`config.mk`:
```
export PLATFORM = sky130hd
export DESIGN_NAME = pt_walker
export DESIGN_NICKNAME = d
export VERILOG_FILES = /design/src/rtl/pt_walk_pkg.sv /design/src/rtl/pt_walk_fsm.sv /design/src/rtl/pt_walk_addr.sv /design/src/rtl/pt_walk_fault.sv /design/src/rtl/pt_walker.sv
export SDC_FILE = /design/constraint.sdc
export NUM_CORES = 1
export LEC_CHECK = 0
export BUFFER_PORTS_ARGS = -buffer_cell sky130_fd_sc_hd__buf_2
export CAP_MARGIN = 30
export CORE_UTILIZATION = 55
export CTS_BUF_LIST = sky130_fd_sc_hd__clkbuf_8
export CTS_CLUSTER_SIZE = 12
export DETAILED_ROUTE_END_ITERATION = 8
export GPL_TIMING_DRIVEN = 0
export HOLD_SLACK_MARGIN = 0.02
export PLACE_DENSITY = 0.87
export SLEW_MARGIN = 20
export SYNTH_ARGS = -nofsm -noshare
export SYNTH_HDL_FRONTEND = slang
export SYNTH_SLANG_ARGS = --single-unit
```
`constraint.sdc`:
```
create_clock -name clk_i -period 4.4 [get_ports clk_i]
set_input_delay 0.44 -clock clk_i [delete_from_list [all_inputs] [get_ports clk_i]]
set_output_delay 0.44 -clock clk_i [all_outputs]
set_load 0.01 [all_outputs]
```
`src/rtl/pt_walk_pkg.sv`:
```
package pt_walk_pkg;
  // byte address of an entry = base + index * 4
  localparam int unsigned ENTRY_SHIFT = 2;
  localparam int unsigned PRESENT_BIT = 0;

  typedef enum logic [2:0] {
    ST_IDLE,
    ST_DIR_READ,
    ST_TBL_READ,
    ST_DONE,
    ST_FAULT
  } walk_state_e;
endpackage

```
`src/rtl/pt_walk_fsm.sv`:
```
module pt_walk_fsm
  import pt_walk_pkg::*;
(
  input  logic        clk_i,
  input  logic        rst_ni,
  input  logic        req_fire_i,
  input  logic        paging_en_i,
  input  logic        mem_req_ready_i,
  input  logic        mem_rsp_valid_i,
  input  logic        entry_present_i,
  output walk_state_e state_o,
  output logic        mem_req_valid_o,
  output logic        ld_table_o,
  output logic        ld_frame_o,
  output logic        fault_set_o,
  output logic        pass_o
);
  walk_state_e state_q, state_d;
  logic        sent_q, sent_d;
  logic        walking, rsp_take;

  assign walking         = (state_q == ST_DIR_READ) || (state_q == ST_TBL_READ);
  assign mem_req_valid_o = walking && !sent_q;
  // data only counts once the read has been handed to memory
  assign rsp_take        = walking && sent_q && mem_rsp_valid_i;

  assign ld_table_o  = rsp_take && (state_q == ST_DIR_READ) && entry_present_i;
  assign ld_frame_o  = rsp_take && (state_q == ST_TBL_READ) && entry_present_i;
  assign fault_set_o = rsp_take && !entry_present_i;
  assign pass_o      = (state_q == ST_IDLE) && req_fire_i && !paging_en_i;
  assign state_o     = state_q;

  always_comb begin
    sent_d = sent_q;
    if (mem_req_valid_o && mem_req_ready_i) sent_d = 1'b1;
    else if (rsp_take)                      sent_d = 1'b0;
  end

  always_comb begin
    state_d = state_q;
    unique case (state_q)
      ST_IDLE:
        if (req_fire_i) state_d = paging_en_i ? ST_DIR_READ : ST_DONE;
      ST_DIR_READ:
        if (rsp_take) state_d = entry_present_i ? ST_TBL_READ : ST_FAULT;
      ST_TBL_READ:
        if (rsp_take) state_d = entry_present_i ? ST_DONE : ST_FAULT;
      ST_DONE:  state_d = ST_IDLE;
      ST_FAULT: state_d = ST_IDLE;
      default:  state_d = ST_IDLE;
    endcase
  end

  always_ff @(posedge clk_i or negedge rst_ni) begin
    if (!rst_ni) begin
      state_q <= ST_IDLE;
      sent_q  <= 1'b0;
    end else begin
      state_q <= state_d;
      sent_q  <= sent_d;
    end
  end
endmodule

```
`src/rtl/pt_walk_addr.sv`:
```
module pt_walk_addr
  import pt_walk_pkg::*;
#(
  parameter int unsigned ADDR_W = 32,
  parameter int unsigned IDX_W  = 10,
  parameter int unsigned OFF_W  = 12
) (
  input  logic                       clk_i,
  input  logic                       rst_ni,
  input  logic                       req_fire_i,
  input  logic [ADDR_W-1:0]          req_laddr_i,
  input  logic [ADDR_W-OFF_W-1:0]    dir_frame_i,
  input  logic [ADDR_W-OFF_W-1:0]    entry_frame_i,
  input  logic                       sel_dir_i,
  input  logic                       ld_table_i,
  input  logic                       ld_frame_i,
  input  logic                       pass_i,
  output logic [ADDR_W-1:0]          laddr_o,
  output logic [ADDR_W-1:0]          mem_addr_o,
  output logic [ADDR_W-1:0]          paddr_o
);
  localparam int unsigned FRAME_W = ADDR_W - OFF_W;

  logic [ADDR_W-1:0]  laddr_q, paddr_q;
  logic [FRAME_W-1:0] tbl_frame_q;
  logic [IDX_W-1:0]   dir_idx, tbl_idx;
  logic [OFF_W-1:0]   page_off;
  logic [FRAME_W-1:0] base_sel;
  logic [IDX_W-1:0]   idx_sel;

  assign dir_idx  = laddr_q[ADDR_W-1 -: IDX_W];
  assign tbl_idx  = laddr_q[OFF_W +: IDX_W];
  assign page_off = laddr_q[OFF_W-1:0];

  assign base_sel   = sel_dir_i ? dir_frame_i : tbl_frame_q;
  assign idx_sel    = sel_dir_i ? dir_idx : tbl_idx;
  assign mem_addr_o = {base_sel, idx_sel, {ENTRY_SHIFT{1'b0}}};

  always_ff @(posedge clk_i or negedge rst_ni) begin
    if (!rst_ni) begin
      laddr_q     <= '0;
      tbl_frame_q <= '0;
      paddr_q     <= '0;
    end else begin
      if (req_fire_i) laddr_q     <= req_laddr_i;
      if (ld_table_i) tbl_frame_q <= entry_frame_i;
      if (pass_i)          paddr_q <= req_laddr_i;
      else if (ld_frame_i) paddr_q <= {entry_frame_i, page_off};
    end
  end

  assign laddr_o = laddr_q;
  assign paddr_o = paddr_q;
endmodule

```
`src/rtl/pt_walk_fault.sv`:
```
module pt_walk_fault #(
  parameter int unsigned ADDR_W = 32
) (
  input  logic              clk_i,
  input  logic              rst_ni,
  input  logic              fault_set_i,
  input  logic [ADDR_W-1:0] laddr_i,
  output logic [ADDR_W-1:0] fault_laddr_o
);
  logic [ADDR_W-1:0] fault_q;

  always_ff @(posedge clk_i or negedge rst_ni) begin
    if (!rst_ni)          fault_q <= '0;
    else if (fault_set_i) fault_q <= laddr_i;
  end

  assign fault_laddr_o = fault_q;
endmodule

```
`src/rtl/pt_walker.sv`:
```
module pt_walker
  import pt_walk_pkg::*;
#(
  parameter int unsigned ADDR_W = 32,
  parameter int unsigned IDX_W  = 10,
  parameter int unsigned OFF_W  = IDX_W + ENTRY_SHIFT
) (
  input  logic              clk_i,
  input  logic              rst_ni,
  input  logic              paging_en_i,
  input  logic [ADDR_W-1:0] dir_base_i,
  input  logic              req_valid_i,
  output logic              req_ready_o,
  input  logic [ADDR_W-1:0] req_laddr_i,
  output logic              rsp_valid_o,
  output logic              rsp_fault_o,
  output logic [ADDR_W-1:0] rsp_paddr_o,
  output logic [ADDR_W-1:0] fault_laddr_o,
  output logic              mem_req_valid_o,
  input  logic              mem_req_ready_i,
  output logic [ADDR_W-1:0] mem_req_addr_o,
  input  logic              mem_rsp_valid_i,
  input  logic [ADDR_W-1:0] mem_rsp_data_i
);
  localparam int unsigned FRAME_W = ADDR_W - OFF_W;

  walk_state_e       state;
  logic              req_fire, ld_table, ld_frame, fault_set, pass;
  logic [ADDR_W-1:0] laddr;
  logic              unused_low_bits;

  // attribute bits and base offset bits carry no meaning here
  assign unused_low_bits = ^{mem_rsp_data_i[OFF_W-1:PRESENT_BIT+1], dir_base_i[OFF_W-1:0]};

  assign req_ready_o = (state == ST_IDLE);
  assign req_fire    = req_valid_i && req_ready_o;
  assign rsp_valid_o = (state == ST_DONE) || (state == ST_FAULT);
  assign rsp_fault_o = (state == ST_FAULT);

  pt_walk_fsm u_fsm (
    .clk_i           (clk_i),
    .rst_ni          (rst_ni),
    .req_fire_i      (req_fire),
    .paging_en_i     (paging_en_i),
    .mem_req_ready_i (mem_req_ready_i),
    .mem_rsp_valid_i (mem_rsp_valid_i),
    .entry_present_i (mem_rsp_data_i[PRESENT_BIT]),
    .state_o         (state),
    .mem_req_valid_o (mem_req_valid_o),
    .ld_table_o      (ld_table),
    .ld_frame_o      (ld_frame),
    .fault_set_o     (fault_set),
    .pass_o          (pass)
  );

  pt_walk_addr #(
    .ADDR_W (ADDR_W),
    .IDX_W  (IDX_W),
    .OFF_W  (OFF_W)
  ) u_addr (
    .clk_i         (clk_i),
    .rst_ni        (rst_ni),
    .req_fire_i    (req_fire),
    .req_laddr_i   (req_laddr_i),
    .dir_frame_i   (dir_base_i[ADDR_W-1:OFF_W]),
    .entry_frame_i (mem_rsp_data_i[ADDR_W-1:OFF_W]),
    .sel_dir_i     (state == ST_DIR_READ),
    .ld_table_i    (ld_table),
    .ld_frame_i    (ld_frame),
    .pass_i        (pass),
    .laddr_o       (laddr),
    .mem_addr_o    (mem_req_addr_o),
    .paddr_o       (rsp_paddr_o)
  );

  pt_walk_fault #(
    .ADDR_W (ADDR_W)
  ) u_fault (
    .clk_i         (clk_i),
    .rst_ni        (rst_ni),
    .fault_set_i   (fault_set),
    .laddr_i       (laddr),
    .fault_laddr_o (fault_laddr_o)
  );
endmodule

```
==> impl_metrics.csv <==
group,metric,value,unit
outcome,status,"finished clean",
yosys,syn_area,5675,sq um
floorplanning,fp.dieH,103.6,um
pwr,vdd_drop_max,0.5913,mV
clock_tree,cts.repair.resized,0,
pwr,power_leakage,3.453,nW
clock_tree,root_buffer,"clkbuf_8",
clock_tree,cts_buffers,17,
layout,drive_above_1_share,52.96,%
place,place_congestion,0.8571,
layout,num-fill-cells,711,
worst_setup_path,endpoint_kind,"output pin",
worst_setup_path,critPathKind,"reg -> out",
worst_setup_path,crit_chain,"buf_6 > nand2b_1 > nor2_1 > buf_2 > mux2_2 > buf_2",
grt,grt_use_met2,50.34,%
clock_tree,clock_latency,440,ps
yosys,post-synth-top-count-cell,"dfrtp_1",
yosys,ys_types,30,
timing,setup_viol,0,
timing,max_freq,379.8,MHz
yosys,ys_ff_latch,120,
clock_tree,clock_path_buffers,2,
flow_run,maxCapViolations,0,
layout,final_util,72.15,%
clock_tree,cts_sinks,120,
grt,grt_max_degree,67,
yosys,synth.largest_area_cell,"dfrtp_1",
yosys,yosysTopAreaCellShare,52.91,%
pwr,clkPwrFrac,17.4,%
place,dp.final_hpwl,10690,um
pwr,p_sw_share,36.92,%
routing,drt_wl_total,15140,um
floorplanning,rows,36,
grt,use_met3,6.986,%
yosys,syn_area_per_cell,13.14,sq um
worst_setup_path,path_max_fanout,10,
grt,grt_first_pass_wirelength,24320,um
timing,fin_setup_tns,0,ps
timing,tightest_slew,615.0,ps
routing,initialDrtViolationCount,272,
yosys,yosysSeqAreaShare,52.91,%
worst_setup_path,crit_required,3960,ps
grt,busiest_layer,"met2",
floorplanning,start_util,57.27,%
routing,vias,4435,
grt,antenna_found_initial,0,
timing,layout_min_cycle_time,2633,ps
clock_tree,clkSlewWorstSetupHoldPaths,80,ps
yosys,syn_inst,432,
worst_setup_path,critical_path.max_stage_delay,380,ps
worst_setup_path,crit_arrival,2190,ps
grt,grt_overflow,0,
layout,area_delta_synth_final,25.97,%
clock_tree,cts_hold_buf,1,
floorplanning,dieArea,10730,sq um
grt,track_usage,29.43,%
timing,finClkSkew,10.07,ps
routing,ant_nets,0,
worst_setup_path,cp_slowest_cell,"dfrtp_1",
routing,drt-pass1-iter-count,5,
clock_tree,cts_tree,"yes",
yosys,synth.cells.most_frequent,"dfrtp_1, mux2_2, o32a_1",
clock_tree,post-cts-setup-buffers,0,
floorplanning,die_w,103.6,um
pwr,seqPwrFrac,36.8,%
timing,rsz0062_at_grt,"no",
layout,fin_nets,731,
place,io_buffers,175,
timing,hold_violations,0,
grt,grt_use_met1,35.17,%
worst_setup_path,start_kind,"flip-flop",
clock_tree,cts_htree_levels,4,
timing,max_slew_margin,59.00,%
timing,fin_crit_sh,59.84,%
timing,finalMaxSlewViolations,0,
layout,diodes,0,
routing,viasPerCell,5.723,
pwr,p_int,3.465,mW
yosys,synth_area_leaders,"dfrtp_1, mux2_2, o32a_1",
yosys,ys.flop_type,"dfrtp_1",
grt,grt_pass1_vias,4689,
yosys,synth_warnings,0,
pwr,pwr-share-comb,45.8,%
min_path,worstHoldPathType,"in -> reg",
yosys,synth_edf_count,0,
routing,remaining_drc_errors,0,
pwr,p_sw,2.028,mW
floorplanning,core_area,9910,sq um
floorplanning,pin_count,202,
routing,wl_per_cell,19.54,um
yosys,async_reset_ff_share,100.0,%
pwr,power.density,768.4,nW/um^2
worst_setup_path,critPathMostFrequentCell,"buf_2",
## final timing paths
| kind | from | endpoint | slack (ps) | cells past startpoint |
|---|---|---|---|---|
| setup / recovery | u_fsm.state_o[1] | mem_req_addr_o[11] | 1770 | 6 |
| hold reg to reg | u_fault.fault_laddr_o[2] | u_fault.fault_laddr_o[2] | 500 | 1 |
| hold / removal | mem_rsp_data_i[18] | u_addr.tbl_frame_q[6] | 240 | 2 |
| max in group asynchronous | rst_ni | u_addr.laddr_o[4] | 3140 | 3 |
| setup reg to reg | u_fsm.state_o[0] | u_fault.fault_laddr_o[28] | 2390 | 5 |
| min in group asynchronous | rst_ni | u_fault.fault_laddr_o[24] | 570 | 2 |
## worst max-delay path, delay by kind of cell, from the launching register on
kind          cells  cell delay [ps]
simple gates      2              340
mux               1              370
buf+inv           3              670
flops             1              380
## cell families (layout without fill, tap and decap cells)
logic type / Yosys count / count (layout) / share of synthesized area (%)
DFF: 120 / 120 / 52.91
xor gates and xnor gates: 1 / 1 / 0.1543
other: 1 / 2 / 0.06607
AOI/OAI and AO/OA: 101 / 101 / 14.13
and+or+nand+nor: 21 / 21 / 2.359
buffers and inverters: 74 / 283 / 6.437
muxes: 114 / 114 / 23.94
## registers in the layout, indices dropped and copies added, names as in the netlist
signal,flops
u_addr.laddr_o,32
u_addr.tbl_frame_q,20
u_addr.paddr_o,32
u_fsm.sent_q,1
u_fault.fault_laddr_o,32
u_fsm.state_o,3
## power by group through the flow
stage          Sequential [mW]  Clock, mW  Combinational, mW
4_1_cts                   2.01      0.968               2.53
2_1_floorplan             2.07          0               1.50
5_1_grt                   2.08       1.01               2.70
6_report                  2.02      0.957               2.52
3_3_place_gp              1.98          0               2.42
3_5_place_dp              2.03          0               2.50
## cells in the final DEF, fill, tap and decap left out, drive strengths merged
cell | synthesis | routed
nor2b | 1 | 1
clkinvlp | 0 | 2
nand4b | 1 | 1
o32a | 34 | 34
conb | 1 | 2
inv | 33 | 36
o221ai | 1 | 1
nor2 | 4 | 4
or4b | 1 | 1
nor3b | 2 | 2
a2bb2oi | 32 | 32
bufinv | 0 | 2
xnor2 | 1 | 1
clkbuf | 18 | 36
nand2 | 3 | 3
nand2b | 3 | 3
and3 | 1 | 1
nor3 | 2 | 2
or2 | 1 | 1
clkinv | 0 | 7
dfrtp | 120 | 120
buf | 23 | 199
mux2 | 114 | 114
nor4 | 1 | 1
nand3 | 1 | 1
o21bai | 1 | 1
dlygate4sd3 | 0 | 1
a21oi | 1 | 1
o21ai | 32 | 32
## per-stage QoR
| stage | instance area [sq um] | instances | hold WS [ps] | worst slack [ps] | power, mW |
|---|---|---|---|---|---|
| 2_1_floorplan | 5679 | 433 | 144.4 | 2605 | 3.570 |
| 3_3_place_gp | 6721 | 741 | 484.8 | 1482 | 4.403 |
| 3_5_place_dp | 6755 | 742 | 476.5 | 2240 | 4.532 |
| 4_1_cts | 7149 | 775 | 223.7 | 1754 | 5.506 |
| 5_1_grt | 7149 | 775 | 231.1 | 1654 | 5.790 |
| 6_report | 7149 | 775 | 241.6 | 1767 | 5.494 |
## layer usage
metal	part of all wire, %	wire (um)
met1	40	6018
met5	0	0
met2	51	7709
met4	2.8	425
met3	6.5	990
## area by class of cell
| class | count | area (sq um) | area share (%) |
|---|---|---|---|
| multi-input cells | 239 | 2311 | 32.32 |
| repair buffers | 177 | 919.6 | 12.86 |
| flip-flops and latches | 120 | 3003 | 42.00 |
| plain buffers | 41 | 241.5 | 3.378 |
| clock buffers | 18 | 247.7 | 3.465 |
| well taps | 133 | 166.4 | 2.328 |
| inverters | 33 | 123.9 | 1.733 |
| clock inverters | 14 | 136.4 | 1.908 |
Power figures use the tool's default switching activity.
